### config.mk
export PLATFORM = sky130hd
export DESIGN_NAME = pfd_lock_top
export DESIGN_NICKNAME = d
export VERILOG_FILES = /design/src/rtl/pfd_lock_pkg.sv /design/src/rtl/pfd_fall_det.sv /design/src/rtl/pfd_core.sv /design/src/rtl/pfd_lock_sel.sv /design/src/rtl/pfd_lock_top.sv
export SDC_FILE = /design/constraint.sdc
export NUM_CORES = 1
export LEC_CHECK = 0
export ABC_AREA = 1
export ABC_CLOCK_PERIOD_IN_PS = 1800
export BUFFER_PORTS_ARGS = -buffer_cell sky130_fd_sc_hd__buf_2
export CORE_ASPECT_RATIO = 1.1
export CORE_MARGIN = 2
export CORE_UTILIZATION = 59
export CTS_BUF_LIST = sky130_fd_sc_hd__clkbuf_8
export CTS_CLUSTER_DIAMETER = 120
export DETAILED_ROUTE_END_ITERATION = 8
export PLACE_DENSITY = 0.92
export RECOVER_POWER = 100
export SLEW_MARGIN = 10
export SYNTH_ARGS = -nofsm -noshare
export SYNTH_HDL_FRONTEND = slang
export SYNTH_HIERARCHICAL = 1
export SYNTH_SLANG_ARGS = --single-unit
### constraint.sdc
create_clock -name clk -period 1.8 [get_ports clk]
set_input_delay 0 -clock clk [delete_from_list [all_inputs] [get_ports clk]]
set_output_delay 0 -clock clk [all_outputs]
set_load 0.005 [all_outputs]
### src/rtl/pfd_lock_pkg.sv
package pfd_lock_pkg;

    typedef enum logic [1:0] {
        PFD_IDLE = 2'b00,
        PFD_UP   = 2'b01,
        PFD_DN   = 2'b10,
        PFD_BOTH = 2'b11
    } pfd_state_e;

    typedef enum logic [1:0] {
        TSEL_LOCK = 2'b00,
        TSEL_REF  = 2'b01,
        TSEL_AUX  = 2'b10,
        TSEL_MAIN = 2'b11
    } tsel_e;

    localparam int NUM_LOOPS = 2;
    localparam int LOOP_MAIN = 0;
    localparam int LOOP_AUX  = 1;

endpackage

### src/rtl/pfd_fall_det.sv
module pfd_fall_det (
    input  logic clk,
    input  logic rst_n,
    input  logic sig,
    output logic fall
);
    logic prev_q;

    // prev_q is cleared in reset so that a low input at release is not an edge
    always_ff @(posedge clk) begin
        if (!rst_n) prev_q <= 1'b0;
        else        prev_q <= sig;
    end

    assign fall = prev_q & ~sig;
endmodule

### src/rtl/pfd_core.sv
module pfd_core
    import pfd_lock_pkg::*;
#(
    parameter int ERR_W    = 4,
    parameter int LOCK_TOL = 1
) (
    input  logic clk,
    input  logic rst_n,
    input  logic en,
    input  logic ref_fall,
    input  logic div_fall,
    output logic up,
    output logic dn,
    output logic lock_ok
);
    localparam logic [ERR_W-1:0] CNT_MAX = '1;

    pfd_state_e state_q, state_d;
    logic [ERR_W-1:0] err_cnt_q;
    logic             lock_q;

    // next state
    always_comb begin
        state_d = state_q;
        unique case (state_q)
            PFD_IDLE, PFD_BOTH: begin
                if (ref_fall && div_fall) state_d = PFD_BOTH;
                else if (ref_fall)        state_d = PFD_UP;
                else if (div_fall)        state_d = PFD_DN;
                else                      state_d = PFD_IDLE;
            end
            PFD_UP: if (div_fall) state_d = PFD_BOTH;
            PFD_DN: if (ref_fall) state_d = PFD_BOTH;
        endcase
    end

    // state register
    always_ff @(posedge clk) begin
        if (!rst_n)   state_q <= PFD_IDLE;
        else if (!en) state_q <= PFD_IDLE;
        else          state_q <= state_d;
    end

    // outputs
    always_comb begin
        up = 1'b0;
        dn = 1'b0;
        unique case (state_q)
            PFD_IDLE: ;
            PFD_UP:   up = 1'b1;
            PFD_DN:   dn = 1'b1;
            PFD_BOTH: begin
                up = 1'b1;
                dn = 1'b1;
            end
        endcase
    end

    // phase error counter and lock judgement
    always_ff @(posedge clk) begin
        if (!rst_n || !en) begin
            err_cnt_q <= '0;
            lock_q    <= 1'b0;
        end else begin
            unique case (state_q)
                PFD_UP, PFD_DN: begin
                    if (err_cnt_q == CNT_MAX) lock_q <= 1'b0;
                    else                      err_cnt_q <= err_cnt_q + 1'b1;
                end
                PFD_BOTH: begin
                    lock_q    <= (int'(err_cnt_q) < LOCK_TOL);
                    err_cnt_q <= '0;
                end
                PFD_IDLE: ;
            endcase
        end
    end

    assign lock_ok = lock_q;


    up_hold_chk: assert property (@(posedge clk) disable iff (!rst_n)
        (en && up && !dn && !div_fall) |=> up);

    pair_clear_chk: assert property (@(posedge clk) disable iff (!rst_n)
        (en && up && dn && !ref_fall && !div_fall) |=> (!up && !dn));

    dis_quiet_chk: assert property (@(posedge clk) disable iff (!rst_n)
        !en |=> (!up && !dn && !lock_ok));

    lock_rise_chk: assert property (@(posedge clk) disable iff (!rst_n)
        $rose(lock_ok) |-> $past(up && dn));

    sat_unlock_chk: assert property (@(posedge clk) disable iff (!rst_n)
        (en && (up ^ dn) && err_cnt_q == CNT_MAX) |=> !lock_ok);
endmodule

### src/rtl/pfd_lock_sel.sv
module pfd_lock_sel
    import pfd_lock_pkg::*;
(
    input  logic       clk,
    input  logic       rst_n,
    input  logic [1:0] test_sel,
    input  logic       main_ok,
    input  logic       aux_ok,
    input  logic       main_en,
    input  logic       aux_en,
    input  logic       ref_tap,
    input  logic       aux_div_n,
    input  logic       main_div_n,
    output logic       lock_out
);
    tsel_e sel;
    logic  pick;
    logic  out_q;

    assign sel = tsel_e'(test_sel);

    always_comb begin
        unique case (sel)
            TSEL_LOCK: pick = (main_ok | ~main_en) & (aux_ok | ~aux_en);
            TSEL_REF:  pick = ref_tap;
            TSEL_AUX:  pick = aux_div_n;
            TSEL_MAIN: pick = main_div_n;
        endcase
    end

    always_ff @(posedge clk) begin
        if (!rst_n) out_q <= 1'b0;
        else        out_q <= pick;
    end

    assign lock_out = out_q;


    ref_pass_chk: assert property (@(posedge clk) disable iff (!rst_n)
        (test_sel == 2'b01) |=> (lock_out == $past(ref_tap)));

    main_pass_chk: assert property (@(posedge clk) disable iff (!rst_n)
        (test_sel == 2'b11) |=> (lock_out == $past(main_div_n)));
endmodule

### src/rtl/pfd_lock_top.sv
module pfd_lock_top
    import pfd_lock_pkg::*;
#(
    parameter int ERR_W    = 4,
    parameter int LOCK_TOL = 1
) (
    input  logic       clk,
    input  logic       rst_n,
    input  logic       main_en,
    input  logic       aux_en,
    input  logic [1:0] test_sel,
    input  logic       ref_main_tap,
    input  logic       ref_aux_tap,
    input  logic       main_div_n,
    input  logic       aux_div_n,
    output logic       main_up,
    output logic       main_dn,
    output logic       aux_up,
    output logic       aux_dn,
    output logic       lock_out
);
    logic [NUM_LOOPS-1:0] en_v, tap_v, div_v;
    logic [NUM_LOOPS-1:0] rfall_v, dfall_v, up_v, dn_v, ok_v;

    assign en_v[LOOP_MAIN]  = main_en;
    assign en_v[LOOP_AUX]   = aux_en;
    assign tap_v[LOOP_MAIN] = ref_main_tap;
    assign tap_v[LOOP_AUX]  = ref_aux_tap;
    assign div_v[LOOP_MAIN] = main_div_n;
    assign div_v[LOOP_AUX]  = aux_div_n;

    for (genvar g = 0; g < NUM_LOOPS; g++) begin : g_loop
        pfd_fall_det u_ref_fall (
            .clk(clk), .rst_n(rst_n), .sig(tap_v[g]), .fall(rfall_v[g])
        );
        pfd_fall_det u_div_fall (
            .clk(clk), .rst_n(rst_n), .sig(div_v[g]), .fall(dfall_v[g])
        );
        pfd_core #(.ERR_W(ERR_W), .LOCK_TOL(LOCK_TOL)) u_core (
            .clk      (clk),
            .rst_n    (rst_n),
            .en       (en_v[g]),
            .ref_fall (rfall_v[g]),
            .div_fall (dfall_v[g]),
            .up       (up_v[g]),
            .dn       (dn_v[g]),
            .lock_ok  (ok_v[g])
        );
    end

    assign main_up = up_v[LOOP_MAIN];
    assign main_dn = dn_v[LOOP_MAIN];
    assign aux_up  = up_v[LOOP_AUX];
    assign aux_dn  = dn_v[LOOP_AUX];

    pfd_lock_sel u_sel (
        .clk        (clk),
        .rst_n      (rst_n),
        .test_sel   (test_sel),
        .main_ok    (ok_v[LOOP_MAIN]),
        .aux_ok     (ok_v[LOOP_AUX]),
        .main_en    (main_en),
        .aux_en     (aux_en),
        .ref_tap    (ref_main_tap),
        .aux_div_n  (aux_div_n),
        .main_div_n (main_div_n),
        .lock_out   (lock_out)
    );


    lock_and_chk: assert property (@(posedge clk) disable iff (!rst_n)
        (test_sel == 2'b00 && main_en && !ok_v[LOOP_MAIN]) |=> !lock_out);

    always_ff @(posedge clk) begin
        if (!rst_n) begin
            reset_quiet_chk: assert (!main_up && !main_dn && !aux_up && !aux_dn);
        end
    end
endmodule

# Word level (Yosys, flattened, before mapping)
# Index checks and enable logic that the tools add are counted.
[word_totals]
wordCells = 100
register_bits = 19
output_inout_bits = 5
[op_classes]
bitwise = 13
n_addsub = 2
n_eq_ne = 19
n_lt_le_gt_ge = 2
n_reduce_logical = 28
muxes = 25
[op_table]
columns = ["op", "count"]
rows = [
  ["$mux W2", 10],
  ["$pmux W4 S2", 2],
  ["$reduce_and A2 Y1", 8],
  ["$reduce_or A2 Y1", 8],
  ["$eq A2 B2 Y1 const B", 6],
  ["$ne A2 B1 Y1 const B", 6],
  ["$pmux W2 S3", 2],
  ["$add A4 B1 Y4 const B", 2],
  ["$eq A4 B4 Y1 const B", 2],
  ["$lt A4 B1 Y1 const B", 2],
  ["$mux W4", 2],
  ["$eq A2 B1 Y1 const B", 3],
  ["$logic_not A2 Y1", 3],
  ["$mux W1", 6],
  ["$not A1 Y1", 6],
  ["$and A1 B1 Y1", 5],
  ["$ne A2 B2 Y1 const B", 2],
  ["$pmux W1 S2", 2],
  ["$pmux W1 S4", 1],
  ["$reduce_bool A2 Y1", 2],
  ["$logic_not A1 Y1", 3],
  ["$logic_and A1 B1 Y1", 2],
  ["$logic_or A1 B1 Y1", 2],
  ["$or A1 B1 Y1", 2],
]

# Logic depth before layout (Yosys ltp)
# Gate-level depths: netlist of run 1.
[logic_depth]
depth_word = 6
mapped_depth = 8

# Cells and area by module
# The synthesis of run 1 kept the hierarchy.
[modules_own_cells]
columns = ["module", "cells_each", "n_inst", "seq_area_each_um2", "area_each_um2"]
rows = [
  ["pfd_core", 72, 2, 140.1, 474.2],
  ["pfd_fall_det", 5, 4, 20.0, 35.0],
  ["pfd_lock_sel", 15, 1, 20.0, 85.1],
]

# Least setup slack after synthesis of run 1
# No wires, ideal clock.
[synth_path]
kind = "reg2reg"
start = "reg g_loop[0].u_core.state_q[0]"
end = "reg g_loop[0].u_core.err_cnt_q[0]"
slack_ns = 0.443
t_arrival_ns = 1.241
n_path_buf = 0
synth_period_minus_slack_ns = 1.357
stages_incl_launch_ff = 9
path_cell_list = "dfxtp_1 > inv_1 > ha_1 > nor2_2 > nand2_2 > nand2_2 > clkinv_2 > nor2_1 > nor2_1"
[synth_via]
elab_chain_len = 4
word_cells_on_any_way = 8
[synth_lines]
columns = ["element", "line_no", "text"]
rows = [
  ["start, declared", "pfd_core.sv:18", "pfd_state_e state_q, state_d;"],
  ["start signal, assigned", "pfd_core.sv:41", "else state_q <= state_d;"],
  ["$eq A2 B1 Y1 or $eq A2 B2 Y1 (tied branches)", "pfd_core.sv:65", "unique case (state_q)"],
  ["$reduce_or A2 Y1", "pfd_core.sv:65", ""],
  ["$ne A2 B2 Y1 (no line) or $reduce_bool A2 Y1 (tied branches)", "--", ""],
  ["$reduce_and A2 Y1 (no line)", "--", ""],
  ["end signal, assigned", "pfd_core.sv:68", "else err_cnt_q <= err_cnt_q + 1'b1;"],
  ["end, declared", "pfd_core.sv:19", "logic [ERR_W-1:0] err_cnt_q;"],
]
# Parallel ways exist; a longest one is shown, timed or not.
# A chain may end at the register's enable or synchronous reset.

# Worst setup path after layout of run 1
[layout_path]
start = "reg g_loop[0].u_core.state_q[0]"
end = "reg g_loop[0].u_core.err_cnt_q[1]"
# The elaborated chain is that of the path after synthesis.

==> summary.txt, run 1 <==
Final layout
  • Nets@finish: 224
  • Most frequent cells in the layout: 47 x nand2_1, 37 x inv_1, 22 x nor2_1
  • Design Area, Final: between 1000 and 1500 µm²
  • Commonest non-fill, non-tap cell in the layout: nand2_1
  • N_diodes: 0
  • Layout area overhead: 14.4%
  • Share of cells above drive strength 1: approximately 13%
  • Final core utilization: approximately three quarters
  • Fin cells: 228

Synth
  • Synthesized area per cell: between 6 and 7 µm²
  • Post-Synthesis Cells: 179
  • Cell Area, Synth: between 1000 and 1500 µm²
  • Ys Warns: 6
  • Register area share after synthesis: about 32%
  • Syn nets: 201
  • Seq cells post-synth: 19
  • Count of cell types in the netlist: 17

GRT
  • Initial antenna violation count: 0
  • Global route overflow: 0
  • Total global-route track usage: ~26%
  • Pin count of the biggest net entering global routing: 12
  • First-pass GRT wire length: 4410 µm
  • Vias in the first global route: about 1100

Clock tree
  • H-tree levels: 1
  • Worst-path clk slew: around 0.070 ns
  • CTS root buffer: clkbuf_8
  • Clk buf depth: 2
  • Clock latency on the worst-skew pair: 0.26 ns
  • Post-CTS setup buffer count: 0
  • CTS sink cnt: 19
  • CTS buffer count: 3
  • CTS tree: done

STA
  • Fmax: approximately 640 MHz
  • Fin crit share: 87.4%
  • Final hold violation count: 0
  • Period minus WS final: 1.57 ns
  • # setup viols final: 0
  • Clock Skew: between 0.005 and 0.006 ns
  • Slew Viols, Final: 0
  • RSZ-0062 raised after global routing: false
  • Hold Worst Slack: approximately 0.027 ns
  • TNS Setup: 0 ns
  • Worst Tran Pin Value: 0.291 ns
  • Relative max-transition margin: between 80% and 90%

Die
  • Num rows: 16
  • Die Ht: 50.8 µm
  • Core area: ~1800 µm²
  • Ports: 15
  • Die X-Extent: 46.5 µm
  • Die area: roughly 2400 µm²
  • Starting density of the core: approximately 64%

Worst setup path
  • Critical Path Max Stage Delay: ~0.4 ns
  • Startpoint type of the worst setup path: flop
  • Worst-path cell chain: inv_1, ha_1, nor2_1, nand2_1, nand2_2, inv_1, nor2_1, nor2_1
  • CP Max Fanout: 6
  • Endpoint class of the critical path: flop
  • WP data arrival: around 1.7 ns
  • Slowest cell on the critical path: dfxtp_1
  • CP required: about 2.0 ns
  • CP Class: reg -> reg
  • Worst path most repeated cell: nor2_1

Pwr
  • Power density of the placed cells: about 700 nW/µm²
  • Leakage Power: a little over 0.7 nW
  • Worst vdd ir: around 0.00048 V

Detailed routing
  • Drt pass-1 iters: 4
  • Vias: roughly 1100
  • Final wirelength: ~2600 µm
  • Vias/cell: approximately 5
  • DR DRC count: 0
  • DR iter-0 viols: 17
  • Wire length per cell: 11.4 µm
  • Antenna Violating Nets Remaining: 0

Placement
  • Final GP Congestion: a little under 0.9
  • PortBufs: 14
  • Dpl cells: 220
  • Placed cell area: around 1300 µm²
  • Dpl hpwl: 1870 µm

Worst hold path
  • Hold WC Path Type: in -> reg

Status
  • Outcome: finished clean

Run
  • Max-cap viol count: 0
-- cell type report --
cell class	count	area [µm²]
Timing Repair Buffer	18	101
Tap cell	27	33.8
Clock buffer	3	41.3
Multi-Input combinational cell	120	629
Clock inverter	1	5.00
Inverter	40	151
Sequential cell	19	380
Fill cell	149	479
-- per-layer routing --
layer  wire length (µm)  vias to the layer above  global-route usage (%)
met5                  0                        -                       0
met4                 57                        0                    14.3
met3                103                        8                    5.04
met2               1390                       29                    46.1
met1               1040                      501                    26.1
li1                   -                      581                       -
-- power breakdown --
group | internal (mW) | switching (mW) | total [mW]
clock | 0.154 | 0.144 | 0.298
sequential | 0.442 | 0.0183 | 0.460
combinational | 0.0770 | 0.120 | 0.197
-- state kept, by name (all words and copies together) (netlist names) --
name and flops:
g_loop.u_core/lock_ok 2, g_loop.u_core/state_q 4, g_loop.u_core/err_cnt_q 8, g_loop.u_ref_fall/prev_q 2, u_sel/lock_out 1, g_loop.u_div_fall/prev_q 2
-- timing repair --
action | 4_1_cts | 5_1_grt
endpoints found under the hold margin | 4 | 0
resized for setup | 0 | 0
hold buffers | 4 | 0
-- per-stage QoR --
step | setup WS [ns] | power, mW
2_1_floorplan | 0.443 | 0.606
3_3_place_gp | 0.357 | 0.649
3_5_place_dp | 0.275 | 0.662
4_1_cts | 0.258 | 0.968
5_1_grt | 0.0590 | 1.01
6_report | 0.226 | 0.956
-- cells by family (layout without fill, tap and decap cells) --
group                      Yosys count  after routing  synth area share [%]
and+or+nand+nor                     88             88                  32.0
buffers and inverters               40             62                  13.0
adders and majority gates           12             12                  12.8
DFF                                 19             19                  32.4
AOI/OAI and AO/OA                   20             20                  9.81
-- critical path, delay by kind of cell, from the launching register on --
kind          cells  cell delay (ns)
fa+ha+maj         1             0.37
buf+inv           2             0.15
flops             1             0.39
simple gates      5             0.55
-- cells in the mapped netlist, drive strengths merged --
cell | count | share of area (%)
clkinv | 2 | 0.85
a21o | 1 | 0.75
inv | 38 | 12
a21oi | 11 | 5.7
nand2 | 51 | 18
nand4 | 2 | 1.1
nand3 | 6 | 2.6
dfxtp | 19 | 32
ha | 12 | 13
o21ai | 8 | 3.4
nor3 | 2 | 0.85
or2 | 4 | 2.1
nor2 | 23 | 7.8
-- path summary, 6_finish.rpt --
check                         startpoint                            end  slack (ns)  cells past startpoint
max          g_loop[0].u_core/state_q[0]  g_loop[0].u_core/err_cnt_q[1]        0.23                      8
min                                rst_n    g_loop[1].u_ref_fall/prev_q        0.03                      3
max reg2reg  g_loop[0].u_core/state_q[0]  g_loop[0].u_core/err_cnt_q[1]        0.23                      8
min reg2reg     g_loop[0].u_core/lock_ok       g_loop[0].u_core/lock_ok        0.52                      2
(Power assumes the default switching activity.)
==> run 2: changes to the inputs <==
Settings changed: PLACE_DENSITY 0.92 to 0.84.
==> run 2 against run 1 <==
Effect of this change:
- fmax about the same
- clock power fell by 3%
- power shrank 1.4%
- largest power group unchanged
- highest routed layer unchanged
- register-to-register slack hardly changed
==> summary.txt, run 2 (synthesized netlist as in run 1, its figures left out) <==
Worst setup path
  • Worst-path cell chain: inv_1, ha_1, nor2_2, nand2_1, nand2_1, clkinv_2, nor2_1, nor2_1
  • Slowest cell on the critical path: dfxtp_1
  • CP required: 1.94 ns (about the same)
  • Endpoint class of the critical path: flop
  • CP Class: reg -> reg
  • CP Max Fanout: 6 (unchanged)
  • Critical Path Max Stage Delay: 0.39 ns (about the same)
  • WP data arrival: 1.71 ns (about the same)
  • Startpoint type of the worst setup path: flop

Clock tree
  • Worst-path clk slew: 0.07 ns (about the same)
  • H-tree levels: 1 (unchanged)
  • CTS sink cnt: 19 (unchanged)
  • Clock latency on the worst-skew pair: 0.25 ns (about the same)
  • CTS buffer count: 3 (unchanged)
  • CTS tree: done
  • Clk buf depth: 2 (unchanged)
  • CTS root buffer: clkbuf_8
  • Post_cts resized: 0 (unchanged)

STA
  • Slew Viols, Final: 0 (unchanged)
  • Hold Worst Slack: 0.0281 ns (+0.00144 ns)
  • RSZ-0062 raised after global routing: false
  • Final hold violation count: 0 (unchanged)
  • Fmax: 635 MHz (about the same)
  • # setup viols final: 0 (unchanged)
  • TNS Setup: 0 ns (unchanged)
  • Worst Tran Pin Value: 0.294 ns (+0.00228 ns)
  • Period minus WS final: 1.57 ns (+0.000593 ns)
  • Relative max-transition margin: 80.4% (-0.15 points)
  • Clock Skew: 0.0108 ns (+0.00483 ns)
  • Post-route setup slack: 0.226 ns (-0.000593 ns)
  • Fin crit share: 87.5% (about the same)

Final layout
  • Most frequent cells in the layout: 48 x nand2_1, 37 x inv_1, 22 x nor2_1
  • Area of the multi-input gates: 627 µm² (-0.40%)
  • Biggest register: g_loop.u_core/err_cnt_q
  • Fillers: 154 (+3.4%)
  • Fin cells: 228 (unchanged)
  • Layout area overhead: 14.2%
  • Reg area: 380 µm² (unchanged)
  • N_diodes: 0 (unchanged)
  • Commonest non-fill, non-tap cell in the layout: nand2_1
  • Top Registers: g_loop.u_core/err_cnt_q (8), g_loop.u_core/state_q (4)
  • Nets@finish: 224 (unchanged)
  • Share of cells above drive strength 1: 12.4% (-0.50 points)
  • Largest register FFs: 8 (unchanged)

Placement
  • Setup WS pre-CTS: 0.291 ns (+0.0158 ns)
  • Final GP Congestion: 0.870 (-0.46%)
  • PortBufs: 14 (unchanged)
  • Dpl cells: 220 (unchanged)
  • Dpl hpwl: 1740 µm (-6.7%)

Detailed routing
  • Wire length per cell: 9.62 µm (-15%)
  • DR iter-0 viols: 21 (+4)
  • Vias/cell: 4.81 (-2.0%)
  • DR DRC count: 0 (unchanged)
  • Final wirelength: 2190 µm (-15%)
  • Antenna Violating Nets Remaining: 0 (unchanged)
  • Vias: 1097 (-2.0%)
  • Drt pass-1 iters: 4 (unchanged)

GRT
  • Pin count of the biggest net entering global routing: 12 (unchanged)
  • Global route overflow: 0 (unchanged)
  • Total global-route track usage: 21.9% (-3.8 points)
  • Vias in the first global route: 977 (-13%)
  • First-pass GRT wire length: 3760 µm (-15%)
  • Initial antenna violation count: 0 (unchanged)

Die
  • Ports: 15 (unchanged)
  • Die X-Extent: 46.5 µm (unchanged)
  • Die Ht: 50.8 µm (unchanged)
  • Starting density of the core: 64.4% (unchanged)
  • Die area: 2360 µm² (unchanged)
  • Num rows: 16 (unchanged)
  • Core area: 1820 µm² (unchanged)

Pwr
  • Total power: 942 µW (-1.4%)
  • Worst vdd ir: 0.000551 V (+16%)
  • Seq pwr share: 48.8% (+0.7 points)
  • Clk pwr share: 30.5% (-0.7 points)
  • Switch Pwr: 269 µW (-4.9%)
  • Comb power frac: 20.7% (about the same)
  • Sw frac: 28.6% (-1.0 points)
  • Power density of the placed cells: 703 nW/µm² (-1.2%)
  • Leakage Power: 0.711 nW (-0.15%)
  • Power Internal: 673 µW (about the same)

Status
  • Outcome: finished clean

Run
  • Max-cap viol count: 0 (unchanged)

Worst hold path
  • Hold WC Path Type: in -> reg
[run 2: cell counts in the layout (fill, tap and decap cells not counted)]
No cell type changed its count.
[run 2: metrics by stage]
stage / utilization, % / instance area (µm²)
2_1_floorplan: - / 1170
3_3_place_gp: 70.1 / 1280
3_5_place_dp: 70.1 / 1280
4_1_cts: 74.9 / 1360
5_1_grt: 73.6 / 1340
6_report: 73.6 / 1340
[run 2: power groups by stage]
stage	Clock, mW	Combinational (mW)	Sequential [mW]
final	0.288	0.195	0.460
after global routing	0.313	0.226	0.463
after CTS	0.300	0.202	0.459
after detailed placement	0	0.193	0.469
after global placement	0	0.184	0.467
after floorplan	0	0.140	0.465
[run 2: path summary, 6_finish.rpt]
kind / start / to / slack (ns) / depth (start not counted)
min: main_en / g_loop[0].u_core/lock_ok / 0.03 / 3
max reg2reg: g_loop[0].u_core/state_q[0] / g_loop[0].u_core/err_cnt_q[1] / 0.23 / 8
min reg2reg: g_loop[0].u_core/lock_ok / g_loop[0].u_core/lock_ok / 0.49 / 2
max: g_loop[0].u_core/state_q[0] / g_loop[0].u_core/err_cnt_q[1] / 0.23 / 8
[run 2: timing repair]
| item | in CTS | in global routing |
|---|---|---|
| hold buffers | 4 | 0 |
| buffers inserted | 0 | 0 |
| hold endpoints to repair | 4 | 0 |
[run 2: area by class of cell]
cell class / instances / share of cell area (%)
clock inverters: 1 / 0.373
multi-input cells: 120 / 46.8
repair buffers: 18 / 7.56
clock buffers: 3 / 3.08
inverters: 40 / 11.3
flip-flops and latches: 19 / 28.4
well taps: 27 / 2.52
[run 2: critical path: cells and delay by family (launching register included)]
kind                     cells  cell delay (ns)
buffers and inverters        2             0.17
flip-flops                   1             0.39
adder cells (fa/ha/maj)      1             0.38
AND/OR/NAND/NOR              5             0.53
[run 2: per-layer routing]
layer / up-vias / wire length [µm] / track usage (%)
met5: - / 0 / 0
met4: 0 / 13 / 7.62
met3: 2 / 75 / 3.24
met2: 24 / 1150 / 40.0
met1: 491 / 951 / 24.3
li1: 580 / - / -
